## config.mk

```make
export PLATFORM = sky130hd
export DESIGN_NAME = phy_bist_engine
export DESIGN_NICKNAME = d
export VERILOG_FILES = /design/src/rtl/phy_bist_pkg.sv /design/src/rtl/bist_prbs9.sv /design/src/rtl/bist_tx_framer.sv /design/src/rtl/bist_rx_counter.sv /design/src/rtl/phy_bist_engine.sv
export SDC_FILE = /design/constraint.sdc
export NUM_CORES = 1
export LEC_CHECK = 0
export CAP_MARGIN = 20
export CORE_ASPECT_RATIO = 0.9
export CORE_UTILIZATION = 38
export DETAILED_ROUTE_END_ITERATION = 7
export PLACE_DENSITY = 0.57
export RECOVER_POWER = 25
export SLEW_MARGIN = 20
export SYNTH_ARGS = -nofsm -noshare
export SYNTH_HDL_FRONTEND = slang
export SYNTH_SLANG_ARGS = --single-unit
```

## constraint.sdc

```tcl
create_clock -name clk -period 2.8 [get_ports clk]
set_input_delay 0.42 -clock clk [delete_from_list [all_inputs] [get_ports clk]]
set_output_delay 0.42 -clock clk [all_outputs]
set_load 0.02 [all_outputs]
```

## src/rtl/phy_bist_pkg.sv

```systemverilog
package phy_bist_pkg;

    typedef enum logic [2:0] {
        TX_IDLE,
        TX_PRE,
        TX_SFD,
        TX_PAY,
        TX_GAP
    } tx_state_e;

    localparam logic [7:0] PRE_BYTE  = 8'h55;
    localparam logic [7:0] SFD_BYTE  = 8'hD5;
    localparam logic [8:0] PRBS_SEED = 9'h1FF;
    localparam int         TGT_W     = 24;

    typedef struct packed {
        logic       prbs;
        logic [7:0] user;
        logic [2:0] code;
    } run_cfg_t;

    // eight shifts of x^9 + x^5 + 1, new bit enters at bit 0
    function automatic logic [8:0] prbs9_adv8(input logic [8:0] s);
        logic [8:0] t;
        t = s;
        for (int i = 0; i < 8; i++) begin
            t = {t[7:0], t[8] ^ t[4]};
        end
        return t;
    endfunction

    function automatic logic [TGT_W-1:0] count_target(input logic [2:0] code);
        logic [TGT_W-1:0] n;
        unique case (code)
            3'd1:    n = TGT_W'(1);
            3'd2:    n = TGT_W'(10);
            3'd3:    n = TGT_W'(100);
            3'd4:    n = TGT_W'(1000);
            3'd5:    n = TGT_W'(10000);
            3'd6:    n = TGT_W'(100000);
            3'd7:    n = TGT_W'(10000000);
            default: n = '0;
        endcase
        return n;
    endfunction

endpackage

```

## src/rtl/bist_prbs9.sv

```systemverilog
module bist_prbs9
    import phy_bist_pkg::*;
(
    input  logic       clk,
    input  logic       rst,
    input  logic       load,
    input  logic       adv,
    output logic [7:0] byte_o
);
    logic [8:0] state;

    always_ff @(posedge clk) begin
        if (rst || load) begin
            state <= PRBS_SEED;
        end else if (adv) begin
            state <= prbs9_adv8(state);
        end
    end

    assign byte_o = state[7:0];
endmodule

```

## src/rtl/bist_tx_framer.sv

```systemverilog
module bist_tx_framer
    import phy_bist_pkg::*;
#(
    parameter int PRE_LEN = 7,
    parameter int PAY_LEN = 64,
    parameter int GAP_LEN = 12
) (
    input  logic       clk,
    input  logic       rst,
    input  logic       start,
    input  run_cfg_t   cfg,
    output logic       tx_valid,
    output logic [7:0] tx_data,
    output logic       done
);
    localparam int MAXL = (PRE_LEN > PAY_LEN) ? ((PRE_LEN > GAP_LEN) ? PRE_LEN : GAP_LEN)
                                              : ((PAY_LEN > GAP_LEN) ? PAY_LEN : GAP_LEN);
    localparam int IW = $clog2(MAXL + 1);
    localparam logic [IW-1:0] PRE_LAST = IW'(PRE_LEN - 1);
    localparam logic [IW-1:0] PAY_LAST = IW'(PAY_LEN - 1);
    localparam logic [IW-1:0] GAP_LAST = IW'(GAP_LEN - 1);

    tx_state_e        state;
    logic [IW-1:0]    idx;
    logic [TGT_W-1:0] sent;
    run_cfg_t         run;
    logic             start_q;
    logic             start_rise;
    logic [7:0]       prbs_byte;

    assign start_rise = start && !start_q;

    always_ff @(posedge clk) begin
        if (rst) begin
            state   <= TX_IDLE;
            idx     <= '0;
            sent    <= '0;
            done    <= 1'b0;
            run     <= '0;
            start_q <= 1'b0;
        end else begin
            start_q <= start;
            unique case (state)
                TX_IDLE: if (start_rise) begin
                    state <= TX_PRE;
                    idx   <= '0;
                    sent  <= '0;
                    done  <= 1'b0;
                    run   <= cfg;
                end
                TX_PRE: begin
                    idx <= (idx == PRE_LAST) ? '0 : idx + 1'b1;
                    if (idx == PRE_LAST) state <= TX_SFD;
                end
                TX_SFD: begin
                    state <= TX_PAY;
                    idx   <= '0;
                end
                TX_PAY: begin
                    idx <= (idx == PAY_LAST) ? '0 : idx + 1'b1;
                    if (idx == PAY_LAST) begin
                        state <= TX_GAP;
                        sent  <= sent + 1'b1;
                    end
                end
                TX_GAP: begin
                    idx <= (idx == GAP_LAST) ? '0 : idx + 1'b1;
                    if (idx == GAP_LAST) begin
                        if (run.code != 3'd0 && sent == count_target(run.code)) begin
                            state <= TX_IDLE;
                            done  <= 1'b1;
                        end else if (!start) begin
                            state <= TX_IDLE;
                        end else begin
                            state <= TX_PRE;
                        end
                    end
                end
                default: state <= TX_IDLE;
            endcase
        end
    end

    bist_prbs9 u_gen (
        .clk    (clk),
        .rst    (rst),
        .load   (state == TX_SFD),
        .adv    (state == TX_PAY),
        .byte_o (prbs_byte)
    );

    always_comb begin
        tx_valid = 1'b1;
        unique case (state)
            TX_PRE:  tx_data = PRE_BYTE;
            TX_SFD:  tx_data = SFD_BYTE;
            TX_PAY:  tx_data = run.prbs ? prbs_byte : run.user;
            default: begin
                tx_valid = 1'b0;
                tx_data  = 8'h00;
            end
        endcase
    end


    done_rise_chk: assert property (@(posedge clk) disable iff (rst)
        $rose(done) |-> $past(state) == TX_GAP);

    no_restart_chk: assert property (@(posedge clk) disable iff (rst)
        (state == TX_IDLE && start_q && start) |=> state == TX_IDLE);

    run_cfg_hold_chk: assert property (@(posedge clk) disable iff (rst)
        (state != TX_IDLE && $past(state) != TX_IDLE) |-> $stable(run));
endmodule

```

## src/rtl/bist_rx_counter.sv

```systemverilog
module bist_rx_counter
    import phy_bist_pkg::*;
#(
    parameter int PRE_LEN = 7,
    parameter int PAY_LEN = 64,
    parameter int CNT_W   = 32
) (
    input  logic             clk,
    input  logic             rst,
    input  logic             rx_en,
    input  logic             exp_prbs,
    input  logic [7:0]       exp_user,
    input  logic             rx_valid,
    input  logic [7:0]       rx_data,
    output logic [CNT_W-1:0] count
);
    localparam int FRAME_LEN = PRE_LEN + 1 + PAY_LEN;
    localparam int IW = $clog2(FRAME_LEN + 1);
    localparam logic [IW-1:0] F_LEN = IW'(FRAME_LEN);
    localparam logic [IW-1:0] P_LEN = IW'(PRE_LEN);

    logic          v_q, good, en_q;
    logic [IW-1:0] idx, cur_idx;
    logic          cur_good, match, frame_end, clr;
    logic [7:0]    exp_byte, prbs_byte;

    assign cur_idx  = v_q ? idx  : '0;
    assign cur_good = v_q ? good : 1'b1;

    always_comb begin
        if (cur_idx < P_LEN)       exp_byte = PRE_BYTE;
        else if (cur_idx == P_LEN) exp_byte = SFD_BYTE;
        else                       exp_byte = exp_prbs ? prbs_byte : exp_user;
    end

    assign match     = (rx_data == exp_byte) && (cur_idx < F_LEN);
    assign frame_end = v_q && !rx_valid;
    assign clr       = rx_en && !en_q;

    bist_prbs9 u_ref (
        .clk    (clk),
        .rst    (rst),
        .load   (rx_valid && cur_idx == P_LEN),
        .adv    (rx_valid && cur_idx > P_LEN && cur_idx < F_LEN),
        .byte_o (prbs_byte)
    );

    always_ff @(posedge clk) begin
        if (rst) begin
            v_q   <= 1'b0;
            good  <= 1'b0;
            idx   <= '0;
            en_q  <= 1'b0;
            count <= '0;
        end else begin
            v_q  <= rx_valid;
            en_q <= rx_en;
            if (rx_valid) begin
                idx  <= (cur_idx == F_LEN) ? cur_idx : cur_idx + 1'b1;
                good <= cur_good && match;
            end
            if (clr) begin
                count <= '0;
            end else if (frame_end && good && idx == F_LEN && rx_en && count != '1) begin
                count <= count + 1'b1;
            end
        end
    end


    sat_hold_chk: assert property (@(posedge clk) disable iff (rst)
        (count == '1 && !clr) |=> count == '1);

    en_clear_chk: assert property (@(posedge clk) disable iff (rst)
        (rx_en && !en_q) |=> count == '0);

    one_step_chk: assert property (@(posedge clk) disable iff (rst)
        (!frame_end && !clr) |=> $stable(count));
endmodule

```

## src/rtl/phy_bist_engine.sv

```systemverilog
module phy_bist_engine
    import phy_bist_pkg::*;
#(
    parameter int PRE_LEN = 7,
    parameter int PAY_LEN = 64,
    parameter int GAP_LEN = 12,
    parameter int WIN_W   = 16
) (
    input  logic             clk,
    input  logic             rst,
    input  logic             cfg_start,
    input  logic             cfg_prbs_sel,
    input  logic [7:0]       cfg_user_byte,
    input  logic [2:0]       cfg_count_code,
    input  logic             cfg_rx_en,
    input  logic             cfg_cnt_hi,
    input  logic             rd_en,
    input  logic             rx_valid,
    input  logic [7:0]       rx_data,
    output logic             tx_valid,
    output logic [7:0]       tx_data,
    output logic             tx_done,
    output logic [WIN_W-1:0] rd_data
);
    localparam int CNT_W = 2 * WIN_W;

    run_cfg_t         cfg;
    logic [CNT_W-1:0] count;
    logic [CNT_W-1:0] snap;

    assign cfg = '{prbs: cfg_prbs_sel, user: cfg_user_byte, code: cfg_count_code};

    bist_tx_framer #(
        .PRE_LEN (PRE_LEN),
        .PAY_LEN (PAY_LEN),
        .GAP_LEN (GAP_LEN)
    ) u_tx (
        .clk      (clk),
        .rst      (rst),
        .start    (cfg_start),
        .cfg      (cfg),
        .tx_valid (tx_valid),
        .tx_data  (tx_data),
        .done     (tx_done)
    );

    bist_rx_counter #(
        .PRE_LEN (PRE_LEN),
        .PAY_LEN (PAY_LEN),
        .CNT_W   (CNT_W)
    ) u_rx (
        .clk      (clk),
        .rst      (rst),
        .rx_en    (cfg_rx_en),
        .exp_prbs (cfg_prbs_sel),
        .exp_user (cfg_user_byte),
        .rx_valid (rx_valid),
        .rx_data  (rx_data),
        .count    (count)
    );

    always_ff @(posedge clk) begin
        if (rst) begin
            snap <= '0;
        end else if (rd_en && !cfg_cnt_hi) begin
            snap <= count;
        end
    end

    assign rd_data = cfg_cnt_hi ? snap[CNT_W-1:WIN_W] : count[WIN_W-1:0];


    snap_take_chk: assert property (@(posedge clk) disable iff (rst)
        (rd_en && !cfg_cnt_hi) |=> snap == $past(count));

    snap_keep_chk: assert property (@(posedge clk) disable iff (rst)
        !(rd_en && !cfg_cnt_hi) |=> $stable(snap));
endmodule

```

==> flow_metrics.py <==
metrics = {
    "die": {
        "ios": 53,
        "coreArea_mm2": 0.01689,
        "num_rows": 45,
        "initial_utilization_pct": 38.88,
        "die_x_um": 140.6,
        "fp.dieH_um": 126.7,
        "dieArea_mm2": 0.01781,
    },
    "yosys": {
        "synth_top_cell_area_share_pct": 37.80,
        "synth_commonest_cells": "dfxtp_1 (124), nand2_1 (117), nor2_1 (87)",
        "netlist_area_mm2": 0.006568,
        "ys_top_cells_by_area": "dfxtp_1 (38%), xor2_1 (7.1%), nand2_1 (6.7%)",
        "yosysUniqueCellTypes": 71,
        "synth-seq-area-share_pct": 37.80,
        "avgSynthCellArea_um2": 8.240,
        "yosys_warnings": 0,
        "synth-edff-count": 0,
        "synthesis.nets": 830,
        "ys_ff_latch": 124,
        "async_flop_share_pct": 0,
        "netlist_instances": 797,
        "yosys.area.top_type": "dfxtp_1",
        "synth_most_common_cell": "dfxtp_1",
        "ys.flop_type": "dfxtp_1",
    },
    "route": {
        "num_vias": 5696,
        "dr.pass1.iters": 5,
        "drtIter0Drc": 286,
        "drc": 0,
        "via_per_inst": 5.369,
        "wl_per_cell_um": 14.87,
        "ant_nets": 0,
        "wirelength_um": 15780,
    },
    "clock_network": {
        "cts.htree.levels": 4,
        "path_clk_slew_ns": 0.06,
        "cts_inserted_buffers": 17,
        "root_buffer": "clkbuf_16",
        "cts_tree": "done",
        "cts_hold_buf": 0,
        "cts.sinks": 124,
        "clk_latency_ns": 0.42,
        "cts_buffer_depth": 2,
    },
    "critical_path": {
        "critical_path_required_ns": 2.38,
        "critical_path_class": "flop to primary output",
        "worst-path-max-fanout": 7,
        "start_kind": "flop",
        "cp.arrival_ns": 2.10,
        "end_kind": "primary output",
    },
    "sta": {
        "final.setup_skew_ns": 0.007981,
        "setup-violations-final": 0,
        "tns_ns": 0,
        "hold_viol": 0,
        "max_freq_ghz": 0.3961,
        "period_share_pct": 90.18,
        "period_needed_ns": 2.525,
        "worstMarginPinSlew_ns": 1.102,
        "slew_violations": 0,
        "relSlewSlack_pct": 26.53,
        "rsz0062_at_grt": "false",
    },
    "place": {
        "post-dp-hpwl_um": 11260,
        "dp.cells": 1029,
        "gp_congestion": 0.8110,
        "port_buffers": 52,
    },
    "power_and_ir_drop": {
        "ir_worst_vdd_uv": 404.7,
        "power.density_mw_per_mm2": 565.4,
        "p_leak_nw": 2.934,
    },
    "global_routing": {
        "grt_antenna_before_repair": 0,
        "track_usage_pct": 18.62,
        "grt_overflow_total": 0,
        "grt_pass1_wl_um": 26640,
        "grt_pass1_vias": 5402,
        "grt_start_max_net_pins": 52,
    },
    "layout": {
        "synthToLayoutAreaGrowth_pct": 20.16,
        "antenna_cells": 0,
        "stdcell_count": 1061,
        "drive_gt1_share_pct": 9.765,
        "regArea_mm2": 0.002484,
        "multiInputGateArea_mm2": 0.003820,
        "fillCellCount": 1636,
        "nets": 870,
    },
    "min_path": {
        "hold_path.class": "flop to flop",
    },
    "outcome": {
        "outcome": "finished clean",
    },
    "job": {
        "maxCapViolCount": 0,
    },
}
[cell usage in the layout (no fill, tap or decap), types with 3 or more instances in the layout]
cell	instances
nor4_1	3
clkinvlp_4	4
nor3_1	11
a311oi_1	5
xor2_1	53
nand2_1	117
and3_2	3
nand3_1	38
inv_1	18
and4_1	7
o21ai_0	15
nand2b_1	11
clkbuf_16	17
mux2_2	17
a41oi_1	3
a32oi_1	3
dfxtp_1	123
xnor2_1	20
nand4_1	28
nor2_1	87
ha_1	6
buf_4	14
bufinv_16	4
clkbuf_1	5
nor2b_1	5
and3_1	16
o211ai_1	16
nor3b_1	4
or3_1	5
and2_1	8
mux2i_1	21
clkdlybuf4s50_1	50
a31oi_1	3
a21oi_1	51
[kinds of logic (layout without fill, tap and decap cells)]
group / count (synthesis) / count (layout) / share of synthesized area, %
simple gates: 363 / 363 / 28.02
compound gates: 127 / 127 / 12.86
flops: 124 / 124 / 37.80
xor+xnor: 73 / 73 / 9.735
buf+inv: 65 / 118 / 4.096
mux: 39 / 39 / 6.344
fa+ha+maj: 6 / 6 / 1.143
[power by group]
part | leakage (nW) | total (W) | internal, W | switching [W]
clock | 0.293 | 0.00234 | 0.00154 | 0.000808
sequential | 1.00 | 0.00182 | 0.00179 | 0.0000325
combinational | 1.64 | 0.000299 | 0.000131 | 0.000169
[cell type report]
class	count	share of cell area, %
clock buffers	22	5.882
clock inverters	10	2.077
inverters	18	0.8562
multi-input cells	608	48.41
flip-flops and latches	124	31.47
well taps	211	3.345
repair buffers	68	7.959
[worst paths after layout]
path            startpoint             endpoint  slack (ns)  depth (start not counted)
max          u_tx.state[1]           tx_data[4]        0.28                          4
min               snap[22]             snap[22]        0.46                          2
max reg2reg       u_rx.v_q  u_rx.u_ref.state[8]        0.43                          8
min reg2reg       snap[22]             snap[22]        0.46                          2
[per-stage QoR]
stage               setup WS, ns  total power, W  area (µm²)  hold slack (ns)  utilization (%)
detailed placement        0.2445        0.002157        7269           0.4531            43.04
finish                    0.2751        0.004462        7891           0.4568            46.72
global placement          0.2250        0.002150        7269           0.4494            43.04
global route              0.1425        0.004611        7891           0.4777            46.72
floorplan                 0.6847        0.002043        6568           0.4329                -
CTS                       0.1462        0.004500        7898           0.4308            46.76
[state kept, by name (all words and copies together) (netlist names)]
name / cells
u_tx.done: 1
u_rx.idx: 7
u_tx.state: 3
u_rx.v_q: 1
u_tx.idx: 7
u_tx.u_gen.state: 9
u_tx.sent: 24
u_rx.u_ref.state: 9
snap: 16
u_tx.start_q: 1
u_tx.run: 12
u_rx.en_q: 1
u_rx.good: 1
u_rx.count: 32
[metal layers]
metal  wire [µm]  part of all wire, %  track usage [%]
met5           0                    0                0
met4         243                  1.5            6.330
met3         470                  3.0            4.455
met2        7240                   46            29.47
met1        7821                   50            24.85
[worst max-delay path, cell delays in order (launching register included)]
cell	delay [ns]
dfxtp_1	0.41
nor2_1	0.15
or2_2	0.35
a21oi_1	0.16
clkdlybuf4s50_1	0.62
[what timing repair did]
action	in CTS	in global routing
resized for setup	0	1
buffers inserted	0	0
setup endpoints to repair	0	1
(Power assumes the default switching activity.)
